$ cat src/rtl/flag_router_pkg.sv
package flag_router_pkg;
  localparam int REG_W     = 16;
  localparam int SEL_W     = 4;
  localparam int NUM_PINS  = 4;
  localparam int NUM_FLAGS = 8;
  localparam int ADDR_W    = 3;
  localparam int FLAGS_PER = 4;

  // bit positions inside one FIFO's 4-bit flag group (low bits of the select code)
  localparam int FB_FULL  = 0;
  localparam int FB_AFULL = 1;
  localparam int FB_EMPTY = 2;
  localparam int FB_AEMPT = 3;

  localparam logic [REG_W-1:0] ASSIGN_DEFAULT = 16'h6420;

  localparam logic [ADDR_W-1:0] ADDR_ASSIGN = 3'd4;
endpackage

$ cat src/rtl/flag_cfg_regs.sv
module flag_cfg_regs
  import flag_router_pkg::*;
#(
  parameter int OFS_W = 10
) (
  input  logic              clk,
  input  logic              rst_n,
  input  logic              cfg_clear,
  input  logic              wr_en,
  input  logic [ADDR_W-1:0] addr,
  input  logic [REG_W-1:0]  wdata,
  output logic [REG_W-1:0]  rdata,
  output logic [OFS_W-1:0]  ofs_ab_ae,
  output logic [OFS_W-1:0]  ofs_ab_af,
  output logic [OFS_W-1:0]  ofs_ba_ae,
  output logic [OFS_W-1:0]  ofs_ba_af,
  output logic [REG_W-1:0]  pin_sel
);
  localparam int NUM_OFS = 4;

  logic [OFS_W-1:0] ofs_q [NUM_OFS];
  logic [OFS_W-1:0] ofs_d [NUM_OFS];
  logic [REG_W-1:0] asg_q, asg_d;
  logic             load_en;

  // next-state
  always_comb begin
    for (int i = 0; i < NUM_OFS; i++) ofs_d[i] = ofs_q[i];
    asg_d = asg_q;
    if (cfg_clear) begin
      for (int i = 0; i < NUM_OFS; i++) ofs_d[i] = '0;
      asg_d = ASSIGN_DEFAULT;
    end else if (wr_en) begin
      if (!addr[ADDR_W-1])        ofs_d[addr[1:0]] = wdata[OFS_W-1:0];
      else if (addr == ADDR_ASSIGN) asg_d = wdata;
    end
  end

  assign load_en = cfg_clear | wr_en;

  always_ff @(posedge clk or negedge rst_n) begin
    if (!rst_n) begin
      for (int i = 0; i < NUM_OFS; i++) ofs_q[i] <= '0;
      asg_q <= ASSIGN_DEFAULT;
    end else if (load_en) begin
      for (int i = 0; i < NUM_OFS; i++) ofs_q[i] <= ofs_d[i];
      asg_q <= asg_d;
    end
  end

  always_comb begin
    rdata = '0;
    if (!addr[ADDR_W-1])          rdata = {{(REG_W-OFS_W){1'b0}}, ofs_q[addr[1:0]]};
    else if (addr == ADDR_ASSIGN) rdata = asg_q;
  end

  assign ofs_ab_ae = ofs_q[0];
  assign ofs_ab_af = ofs_q[1];
  assign ofs_ba_ae = ofs_q[2];
  assign ofs_ba_af = ofs_q[3];
  assign pin_sel   = asg_q;

  assert_clear_defaults_R9: assert property (@(posedge clk) disable iff (!rst_n)
    cfg_clear |=> (asg_q == ASSIGN_DEFAULT && ofs_q[0] == '0 && ofs_q[1] == '0
                   && ofs_q[2] == '0 && ofs_q[3] == '0));

  assert_assign_write_R8: assert property (@(posedge clk) disable iff (!rst_n)
    (wr_en && !cfg_clear && addr == ADDR_ASSIGN) |=> (asg_q == $past(wdata)));

  assert_unused_addr_R8: assert property (@(posedge clk) disable iff (!rst_n)
    (wr_en && !cfg_clear && addr > ADDR_ASSIGN) |=> $stable(asg_q));
endmodule

$ cat src/rtl/fifo_flag_gen.sv
module fifo_flag_gen
  import flag_router_pkg::*;
#(
  parameter int DEPTH = 1024,
  parameter int CNT_W = $clog2(DEPTH + 1),
  parameter int OFS_W = $clog2(DEPTH)
) (
  input  logic                 clk,
  input  logic                 rst_n,
  input  logic [CNT_W-1:0]     count,
  input  logic [OFS_W-1:0]     ae_ofs,
  input  logic [OFS_W-1:0]     af_ofs,
  output logic [FLAGS_PER-1:0] flags_q
);
  localparam int CMP_W = CNT_W + 1;
  localparam logic [CMP_W-1:0] DEPTH_C = CMP_W'(DEPTH);

  logic [FLAGS_PER-1:0] flags_d;
  logic [CMP_W-1:0]     cnt_ext, af_sum;

  assign cnt_ext = {1'b0, count};
  assign af_sum  = cnt_ext + CMP_W'(af_ofs);

  // next-state
  always_comb begin
    flags_d           = '0;
    flags_d[FB_EMPTY] = (count == '0);
    flags_d[FB_FULL]  = (cnt_ext == DEPTH_C);
    flags_d[FB_AEMPT] = (cnt_ext <= CMP_W'(ae_ofs));
    flags_d[FB_AFULL] = (af_sum >= DEPTH_C);
  end

  always_ff @(posedge clk or negedge rst_n) begin
    if (!rst_n) flags_q <= '0;
    else        flags_q <= flags_d;
  end

  assert_count_in_range_R2: assert property (@(posedge clk) disable iff (!rst_n)
    cnt_ext <= DEPTH_C);

  assert_empty_follows_R2: assert property (@(posedge clk) disable iff (!rst_n)
    (count == '0) |=> flags_q[FB_EMPTY]);

  assert_empty_in_ae_R3: assert property (@(posedge clk) disable iff (!rst_n)
    flags_q[FB_EMPTY] |-> flags_q[FB_AEMPT]);

  assert_full_in_af_R4: assert property (@(posedge clk) disable iff (!rst_n)
    flags_q[FB_FULL] |-> flags_q[FB_AFULL]);
endmodule

$ cat src/rtl/flag_pin_mux.sv
module flag_pin_mux
  import flag_router_pkg::*;
(
  input  logic [NUM_FLAGS-1:0]      flags,
  input  logic [NUM_PINS*SEL_W-1:0] pin_sel,
  output logic [NUM_PINS-1:0]       pins
);
  for (genvar p = 0; p < NUM_PINS; p++) begin : g_pin
    logic [SEL_W-1:0] sel;
    assign sel     = pin_sel[p*SEL_W +: SEL_W];
    assign pins[p] = sel[SEL_W-1] ? 1'b0 : flags[sel[SEL_W-2:0]];
  end
endmodule

$ cat src/rtl/flag_router.sv
module flag_router
  import flag_router_pkg::*;
#(
  parameter int DEPTH = 1024,
  parameter int CNT_W = $clog2(DEPTH + 1),
  parameter int OFS_W = $clog2(DEPTH)
) (
  input  logic                clk,
  input  logic                rst_n,
  input  logic [CNT_W-1:0]    ab_count,
  input  logic [CNT_W-1:0]    ba_count,
  input  logic                dir_in,
  input  logic                cfg_clear,
  input  logic                reg_wr,
  input  logic [ADDR_W-1:0]   reg_addr,
  input  logic [REG_W-1:0]    reg_wdata,
  output logic [REG_W-1:0]    reg_rdata,
  output logic [NUM_PINS-1:0] flag_pins,
  output logic [REG_W-1:0]    status_word
);
  localparam int NUM_FIFOS = 2;

  logic [1:0]           rst_sync;
  logic                 rst_int_n;
  logic [OFS_W-1:0]     ofs_ae [NUM_FIFOS];
  logic [OFS_W-1:0]     ofs_af [NUM_FIFOS];
  logic [CNT_W-1:0]     counts [NUM_FIFOS];
  logic [REG_W-1:0]     pin_sel;
  logic [NUM_FLAGS-1:0] flags;

  // asynchronous assert, synchronous release
  always_ff @(posedge clk or negedge rst_n) begin
    if (!rst_n) rst_sync <= 2'b00;
    else        rst_sync <= {rst_sync[0], 1'b1};
  end
  assign rst_int_n = rst_sync[1];

  flag_cfg_regs #(.OFS_W(OFS_W)) regs_i (
    .clk(clk), .rst_n(rst_int_n), .cfg_clear(cfg_clear), .wr_en(reg_wr),
    .addr(reg_addr), .wdata(reg_wdata), .rdata(reg_rdata),
    .ofs_ab_ae(ofs_ae[0]), .ofs_ab_af(ofs_af[0]),
    .ofs_ba_ae(ofs_ae[1]), .ofs_ba_af(ofs_af[1]),
    .pin_sel(pin_sel)
  );

  assign counts[0] = ab_count;
  assign counts[1] = ba_count;

  for (genvar f = 0; f < NUM_FIFOS; f++) begin : g_fifo
    fifo_flag_gen #(.DEPTH(DEPTH), .CNT_W(CNT_W), .OFS_W(OFS_W)) gen_i (
      .clk(clk), .rst_n(rst_int_n), .count(counts[f]),
      .ae_ofs(ofs_ae[f]), .af_ofs(ofs_af[f]),
      .flags_q(flags[f*FLAGS_PER +: FLAGS_PER])
    );
  end

  flag_pin_mux mux_i (.flags(flags), .pin_sel(pin_sel), .pins(flag_pins));

  localparam int BA = FLAGS_PER;
  always_comb begin
    status_word     = '0;
    status_word[3]  = dir_in;
    status_word[4]  = flags[FB_EMPTY];
    status_word[5]  = flags[FB_AEMPT];
    status_word[6]  = flags[BA + FB_FULL];
    status_word[7]  = flags[BA + FB_AFULL];
    status_word[12] = flags[FB_FULL];
    status_word[13] = flags[FB_AFULL];
    status_word[14] = flags[BA + FB_EMPTY];
    status_word[15] = flags[BA + FB_AEMPT];
  end

  assert_high_code_pin_a_R6: assert property (@(posedge clk) disable iff (!rst_int_n)
    pin_sel[SEL_W-1] |-> !flag_pins[0]);
endmodule

$ cat config.mk
export PLATFORM = sky130hd
export DESIGN_NAME = flag_router
export DESIGN_NICKNAME = d
export VERILOG_FILES = /design/src/rtl/flag_router_pkg.sv /design/src/rtl/flag_cfg_regs.sv /design/src/rtl/fifo_flag_gen.sv /design/src/rtl/flag_pin_mux.sv /design/src/rtl/flag_router.sv
export SDC_FILE = /design/constraint.sdc
export NUM_CORES = 1
export LEC_CHECK = 0
export CORE_MARGIN = 3
export CORE_UTILIZATION = 53
export CTS_CLUSTER_DIAMETER = 60
export DETAILED_ROUTE_END_ITERATION = 6
export PLACE_DENSITY = 0.8
export SYNTH_ARGS = -nofsm -noshare
export SYNTH_HDL_FRONTEND = slang
export SYNTH_SLANG_ARGS = --single-unit
$ cat constraint.sdc
create_clock -name clk -period 2.63 [get_ports clk]
set_clock_uncertainty 0.05 [all_clocks]
set_input_delay 0.789 -clock clk [delete_from_list [all_inputs] [get_ports clk]]
set_output_delay 0.789 -clock clk [all_outputs]
set_load 0.05 [all_outputs]
# After elaboration in Yosys (flattened, before gate mapping)
# Cells that the tools add are included.
[totals] register_bits=66 in_bits=46 out_inout_bits=36 word_cells=61
[op_classes] add_sub_neg=2 magnitude_cmp=10 n_eq_ne=4 mux=27 bitwise_logic=2 reduce_logical=8
[ops] operator="$mux W40" n=3
[ops] operator="$mux W16" n=6
[ops] operator="$bwmux W40" n=1
[ops] operator="$mux W10" n=3
[ops] operator="$add A11 B10 Y12" n=2
[ops] operator="$ge A12 B11 Y1 const B" n=2
[ops] operator="$eq A11 B11 Y1 const B" n=2
[ops] operator="$le A11 B10 Y1" n=2
[ops] operator="$logic_not A11 Y1" n=2
[ops] operator="$bmux W10 S2" n=1
[ops] operator="$demux W10 S2" n=1
[ops] operator="$lt A3 B4 Y1 const B" n=4
[ops] operator="$bmux W1 S3" n=4
[ops] operator="$mux W1" n=8
[ops] operator="$reduce_bool A2 Y1" n=3
[ops] operator="$reduce_and A4 Y1" n=1
[ops] operator="$eq A3 B3 Y1 const B" n=1
[ops] operator="$ge A3 B3 Y1 const B" n=1
[ops] operator="$lt A3 B1 Y1 const B" n=1
[ops] operator="$not A2 Y3" n=1
[ops] operator="$reduce_and A3 Y1" n=1
[ops] operator="$ne A2 B2 Y1 const B" n=1
[ops] operator="$logic_and A1 B1 Y1" n=1
[ops] operator="$or A1 B1 Y1" n=1

# Longest topological paths before layout
# Gate-level depths: netlist (run 1).
[depth] ltp_word=9 depth_mapped=7 depth_no_buf=6

# By module
# From an unflattened synthesis (run 1), not the netlist that was laid out.
[unflattened] hier_cells=496 hier_area_um2=4450.5
[modules_own_cells] mod="flag_cfg_regs" n_inst=1 cells_per_inst=310 area_each_um2=2808.9 seq_area_each_um2=1406.3
[modules_own_cells] mod="fifo_flag_gen" n_inst=2 cells_per_inst=71 area_each_um2=614.3 seq_area_each_um2=100.1
[modules_own_cells] mod="flag_pin_mux" n_inst=1 cells_per_inst=32 area_each_um2=295.3 seq_area_each_um2=0.0
[modules_own_cells] mod="flag_router" n_inst=1 cells_per_inst=12 area_each_um2=117.6 seq_area_each_um2=50.0

# Worst setup path after synthesis (run 1)
# Ideal clock, no wire load.
[synth_timing] kind="input port to output port" from="input port reg_addr[0]" to="output port reg_rdata[7]" arrival_ns=2.522 required_ns=1.791 slack_ns=-0.731 stages=5 n_path_buf=2 path_cell_list="buf_6 > buf_4 > mux4_2 > inv_1 > o21ai_0"
[synth_via] elab_chain_cells=5 elab_cells_between_ends=7 classes_between="1 x eq/ne; 5 x mux; 1 x bitwise"
[synth_lines] element="start, declared" line_no="flag_router.sv:15" text="input logic [ADDR_W-1:0] reg_addr,"
[synth_lines] element="$not A2 Y3 (not written as such)" line_no="flag_cfg_regs.sv:53" text="if (!addr[ADDR_W-1]) rdata = {{(REG_W-OFS_W){1'b0}}, ofs_q[addr[1:0]]};"
[synth_lines] element="$bmux W10 S2" line_no="flag_cfg_regs.sv:53"
[synth_lines] element="$mux W10 (not written as such) (2 in series)" line_no="flag_cfg_regs.sv:53"
[synth_lines] element="$mux W16 (*)" line_no="flag_cfg_regs.sv:53"
[synth_lines] element="end, declared" line_no="flag_router.sv:17" text="output logic [REG_W-1:0] reg_rdata,"
# Every way passes the cells marked *; elsewhere a longest branch is shown, timed or not. The select of a mux whose other input is x is not followed.

# Final worst setup path (run 1)
[layout_timing] from="input port reg_addr[0]" to="output port reg_rdata[9]"
# The elaborated chain is that of the path after synthesis.

==> out/metrics.cfg, run 1 <==
[timing]
finalCritPeriodShare_pct = 104
rsz0062_at_grt = yes
slew_headroom_pct = 50.4
hold_slack_ns = 0.284
fin_crit_ns = 2.74
worst_slew_pin_slew_ns = 0.744
fmax_mhz = 365
slew_violations = 0
setup_ws_ns = -0.107
setup_violations = 11
finalHoldViolCount = 0

[floorplanning]
core-area_sq_um = 7850
fp-row-count = 32
initial_core_util_pct = 55.6
dieArea_sq_um = 9360
die_h_microns = 96.8
ios = 82
die_w_microns = 96.8

[routing]
drtPass1Iterations = 5
drt_iter0_drc = 455
ant_nets = 0
vias_per_cell = 6.32
wire_per_inst_microns = 22.2
routed_wl_microns = 14900
drc = 0
dr_total_vias = 4250

[synth]
ys_ff_latch = 66
yosysUniqueCellTypes = 46
ys_seq_area_share_pct = 37.9
avgSynthCellArea_sq_um = 9.13
netlist_area_sq_um = 4370
yosys_warnings = 0
netlist_instances = 478

[placement]
dp_hpwl_microns = 10200
gp_congestion = 0.916
portBuffers = 72
place_ws_ns = -0.543

[pwr]
swShare_pct = 30.8
p_int_mw = 1.61
seq_power_share_pct = 46.7
p_clk_share_pct = 33.1
combPwrFrac_pct = 20.2
power.total_mw = 2.33
p_per_area_nw_per_um2 = 394
ir_worst_vdd_mv = 0.329
p_sw_uw = 717
power.leakage_nw = 2.59

[cts]
clk_path_buf_depth = 2
clk_latency_ns = 0.36
cts_root_buf = clkbuf_8
cts_buffers = 9
clock_sinks = 66
cts_max_level = 3
cts_tree = done
clkTransAtPathRegs_ns = 0.09

[flow_run]
cap_violations = 0

[outcome]
violations = setup timing
status = finished with violations

[worst_setup_path]
crit_type = input port to output pin
crit_required_ns = 1.79
cp-start-kind = input port
r2r_cells = 5
cp-end-kind = output pin
worstPathArrival_ns = 1.90
crit_fanout = 8

[cells_and_area]
multiInputGateArea_sq_um = 2610
final_nets = 654
synthToLayoutAreaGrowth_pct = 35.4
fill_cells = 495
fin_util_pct = 75.3
antenna_cells = 0
seq_area_sq_um = 1670
drive_gt1_share_pct = 24.3

[global_routing]
grt_pass1_vias = 4310
grt_remaining_overflow = 0
grt_first_pass_wirelength_microns = 23700
grt_max_degree = 57
antenna_found_initial = 0
track_usage_pct = 32.5

[hold_path]
hp-class = register to async pin

per-stage QoR:
| step | cells | setup TNS, ns | instance area (sq um) |
|---|---|---|---|
| global placement | 643 | -7.00 | 5450 |
| detailed placement | 643 | -7.48 | 5450 |
| floorplan | 484 | -0.110 | 4480 |
| finish | 673 | -0.689 | 5910 |
| global route | 673 | -1.01 | 5910 |
| CTS | 674 | -1.22 | 5940 |
path summary, 6_finish.rpt:
path / from / to / slack, ns
hold / removal: rst_sync[1]$_DFF_PN0_ / regs_i.ofs_ba_af[1]$_DFFE_PN0P_ / 0.28
setup / recovery: reg_addr[0] / reg_rdata[9] / -0.11
hold reg to reg: rst_sync[1]$_DFF_PN0_ / regs_i.ofs_ba_af[1]$_DFFE_PN0P_ / 0.28
setup reg to reg: regs_i.ofs_ab_af[1]$_DFFE_PN0P_ / g_fifo[0].gen_i.flags_q[1]$_DFF_PN0_ / 0.78
max in group asynchronous: rst_sync[1]$_DFF_PN0_ / g_fifo[0].gen_i.flags_q[2]$_DFF_PN0_ / 1.60
min in group clk: rst_sync[0]$_DFF_PN0_ / rst_sync[1]$_DFF_PN0_ / 0.30
power groups by stage:
stage | clock network, mW | logic [mW] | registers [mW]
finish | 0.772 | 0.471 | 1.09
global route | 0.820 | 0.501 | 1.09
CTS | 0.752 | 0.463 | 1.08
detailed placement | 0 | 0.420 | 1.10
global placement | 0 | 0.404 | 1.10
floorplan | 0 | 0.223 | 1.11
routing by layer:
metal	routed length [microns]	up-vias	GRT usage, %
met4	583	0	14.5
li1	-	1823	-
met1	5460	2032	41.9
met2	7020	332	51.2
met5	0	-	0
met3	1870	63	9.30
synth_stat cells, drive strengths merged:
cell / instances / area [sq um]
fa: 2 / 40.0
nand2b: 1 / 6.26
nand3: 7 / 35.0
nor4: 4 / 25.0
and3: 1 / 6.26
ha: 40 / 500
nand4b: 1 / 8.76
and4: 1 / 8.76
a2111oi: 1 / 8.76
o2bb2ai: 1 / 8.76
nor2b: 1 / 6.26
nand4: 4 / 25.0
o211ai: 2 / 15.0
o221ai: 2 / 17.5
a221oi: 1 / 8.76
nor2: 17 / 63.8
inv: 35 / 131
a211oi: 3 / 22.5
dfstp: 4 / 105
a31oi: 1 / 6.26
o21ai: 12 / 60.1
and2: 9 / 56.3
clkbuf: 9 / 33.8
mux4: 18 / 405
a32oi: 1 / 8.76
a211o: 1 / 8.76
a21o: 5 / 37.5
o2111ai: 2 / 17.5
dfrtp: 62 / 1550
buf: 19 / 140
a21bo: 1 / 10.0
a41oi: 1 / 8.76
nor3b: 1 / 18.8
nand3b: 8 / 60.1
conb: 2 / 7.51
o31ai: 1 / 7.51
a21oi: 63 / 338
mux2i: 4 / 40.0
nand2: 128 / 488
and3b: 2 / 17.5
layout by cell type (no fill, tap or decap), types with 7 or more instances in the layout:
cell type / instances
dfrtp_2: 10
mux4_2: 18
nand3_1: 7
inv_1: 28
ha_1: 40
buf_4: 20
nand2_1: 115
nor2_1: 17
clkdlybuf4s50_1: 48
a21oi_1: 57
inv_2: 7
conb_1: 8
clkbuf_8: 10
nand3b_1: 8
buf_12: 23
nand2_4: 8
o21ai_4: 9
dfrtp_1: 52
flip-flops by register name, indices dropped and copies added (netlist names):
name / flops
regs_i.ofs_ba_ae: 10
rst_sync: 2
regs_i.ofs_ab_af: 10
regs_i.ofs_ab_ae: 10
g_fifo.gen_i.flags_q: 8
regs_i.ofs_ba_af: 10
regs_i.pin_sel: 16
cells by family after synthesis:
family / synth area share [%]
multiplexers: 10.2
flip-flops: 37.9
other: 0.172
AO/OA/AOI/OAI: 13.4
adder cells (fa/ha/maj): 12.4
AND/OR/NAND/NOR: 18.9
buffers and inverters: 6.99
critical path, stage by stage:
cell and delay [ns]:
buf_12 0.09, buf_12 0.13, mux4_2 0.55, inv_2 0.11, o21ai_4 0.07, buf_12 0.15
cell type report:
cell class | count | area share (%)
multi-input combinational | 355 | 44.2
inverter | 35 | 2.22
clock inverter | 3 | 0.254
clock buffer | 13 | 2.52
sequential | 66 | 28.2
tap | 102 | 2.16
timing repair buffer | 99 | 20.4
what timing repair did:
action / CTS / global route
setup endpoints to repair: 16 / 19
hold buffers: 0 / 0
gates resized for setup: 49 / 17
setup buffers: 12 / 3
pin swaps: 4 / 7
gates cloned: 3 / 1
Note: power is estimated with default switching activity, not from simulation.
==> run 2, diff against run 1 <==
Settings changed: CTS_CLUSTER_SIZE set to 20, PLACE_DENSITY 0.8 to 0.78.
==> run 2 against run 1 <==
  * The flow finishes with violations (DRC, setup timing)
  * First-iteration DRC count shrank 1.1%
  * Sequential cell count unchanged
  * Clock power up 26%
==> out/metrics.cfg, run 2 (synthesis gave the netlist of run 1 again) <==
[outcome]
status = finished with violations  ; unchanged
violations = DRC, setup timing  ; was setup timing

[timing]
finalHoldViolCount = 0  ; unchanged
setup_ws_ns = -0.185  ; was -0.107 ns
slew_headroom_pct = 50.2  ; was 50.4%
worst_slew_pin_slew_ns = 0.748  ; was 0.744 ns
fin_crit_ns = 2.81  ; was 2.74 ns
rsz0062_at_grt = yes  ; unchanged
setup_violations = 16  ; was 11
fmax_mhz = 355  ; was 365 MHz
finalCritPeriodShare_pct = 107  ; was 104%
finalSetupTns_ns = -2.54  ; was -0.689 ns
slew_violations = 0  ; unchanged

[routing]
dr_total_vias = 4175  ; was 4250
wire_per_inst_microns = 22.2  ; about the same
drtPass1Iterations = 7  ; was 5
ant_nets = 0  ; unchanged
drc = 6  ; was 0
vias_per_cell = 6.17  ; was 6.32
drt_iter0_drc = 450  ; was 455
routed_wl_microns = 15100  ; was 14900 microns

[cts]
clk_path_buf_depth = 2  ; unchanged
cts_buffers = 9  ; unchanged
cts_tree = done  ; unchanged
clk_latency_ns = 0.35  ; was 0.36 ns
clkTransAtPathRegs_ns = 0.07  ; was 0.09 ns
cts_max_level = 3  ; unchanged
clock_sinks = 66  ; unchanged
cts_root_buf = clkbuf_8  ; unchanged
postCtsHoldBufs = 0  ; unchanged

[flow_run]
cap_violations = 0  ; unchanged

[pwr]
power.total_mw = 2.54  ; was 2.33 mW
power.leakage_nw = 2.66  ; was 2.59 nW
ir_worst_vdd_mv = 0.291  ; was 0.329 mV
p_per_area_nw_per_um2 = 421  ; was 394 nW/um^2

[worst_setup_path]
worstPathArrival_ns = 1.98  ; was 1.90 ns
r2r_cells = 6  ; was 5
cp-start-kind = input port  ; unchanged
path_cells = buf_8 > buf_16 > buf_6 > nor3b_4 > buf_6 > buf_12 > nand2_4 > o21ai_4 > buf_12  ; was buf_12 > buf_12 > mux4_2 > inv_2 > o21ai_4 > buf_12
cp-end-kind = output pin  ; unchanged
cp_slowest_cell = nor3b_4  ; was mux4_2
crit_fanout = 8  ; unchanged
crit_type = input port to output pin  ; unchanged
worst_path_largest_cell_delay_ns = 0.22  ; was 0.55 ns
crit_required_ns = 1.79  ; about the same

[cells_and_area]
largest_reg_flops = 16  ; unchanged
final_cell_mix = nand2_1 (115), a21oi_1 (57), dfrtp_1 (52)  ; unchanged
final_nets = 658  ; was 654
synthToLayoutAreaGrowth_pct = 38.1  ; was 35.4%
drive_gt1_share_pct = 25.2  ; was 24.3%
stdcell_area_sq_um = 6030  ; was 5910 sq um
layout_commonest_cell = nand2_1  ; unchanged
antenna_cells = 0  ; unchanged

[placement]
placed_cell_area_sq_um = 5470  ; was 5450 sq um
gp_congestion = 0.933  ; was 0.916
portBuffers = 72  ; unchanged
dp_hpwl_microns = 10100  ; was 10200 microns

[floorplanning]
core-area_sq_um = 7850  ; unchanged
die_w_microns = 96.8  ; unchanged
die_h_microns = 96.8  ; unchanged
ios = 82  ; unchanged
dieArea_sq_um = 9360  ; unchanged
fp-row-count = 32  ; unchanged
initial_core_util_pct = 55.6  ; unchanged

[global_routing]
grt_remaining_overflow = 0  ; unchanged
grt_max_degree = 37  ; was 57
grt_pass1_vias = 4110  ; was 4310
grt_first_pass_wirelength_microns = 22100  ; was 23700 microns
track_usage_pct = 30.6  ; was 32.5%
antenna_found_initial = 0  ; unchanged

[hold_path]
hp-class = register to async pin  ; unchanged

## run 2: final timing paths
check	startpoint	end	slack, ns
min reg2reg	rst_sync[1]$_DFF_PN0_	regs_i.ofs_ba_af[7]$_DFFE_PN0P_	0.29
max in group asynchronous	rst_sync[1]$_DFF_PN0_	regs_i.pin_sel[5]$_DFFE_PN1P_	1.46
min in group clk	rst_sync[0]$_DFF_PN0_	rst_sync[1]$_DFF_PN0_	0.31
min	rst_sync[1]$_DFF_PN0_	regs_i.ofs_ba_af[7]$_DFFE_PN0P_	0.29
max	reg_addr[0]	reg_rdata[7]	-0.18
max reg2reg	regs_i.ofs_ab_af[0]$_DFFE_PN0P_	g_fifo[0].gen_i.flags_q[1]$_DFF_PN0_	0.85
## run 2: timing repair
action	CTS	global route
gates cloned	3	0
buffers inserted	8	6
endpoints found under the setup margin	16	20
pin swaps	6	3
resized for setup	48	16
## run 2: final cells by class
cell class                      count  area (sq um)
Clock buffer                       10           138
Clock inverter                      6          90.1
Fill cell                         497          1820
Inverter                           35           131
Multi-Input combinational cell    355          2630
Sequential cell                    66          1670
Tap cell                          102           128
Timing Repair Buffer              103          1240
## run 2: worst max-delay path: cells and delay by family
kind	cells	cell delay, ns
buf+inv	6	0.81
simple gates	2	0.28
compound gates	1	0.09
## run 2: report_power, final
| group | internal [mW] | switching [mW] |
|---|---|---|
| registers | 1.04 | 0.0474 |
| clock network | 0.561 | 0.411 |
| logic | 0.212 | 0.264 |
| total | 1.81 | 0.722 |
## run 2: metal layers
metal	vias up	track usage, %	share of wire [%]
met4	0	15.2	4.8
li1	1821	-	-
met3	59	10.7	13
met2	317	46.4	47
met1	1978	38.7	36
met5	-	3.30	0
## run 2: per-stage QoR
stage                     utilization [%]  cells  setup WS (ns)  hold slack [ns]
after CTS                            76.0    672         -0.167            0.309
after global placement               69.7    645         -0.509            0.291
final                                76.8    677         -0.185            0.289
after global routing                 76.8    677         -0.227            0.319
after detailed placement             69.7    645         -0.531            0.298
after floorplan                         -    484        -0.0551            0.281
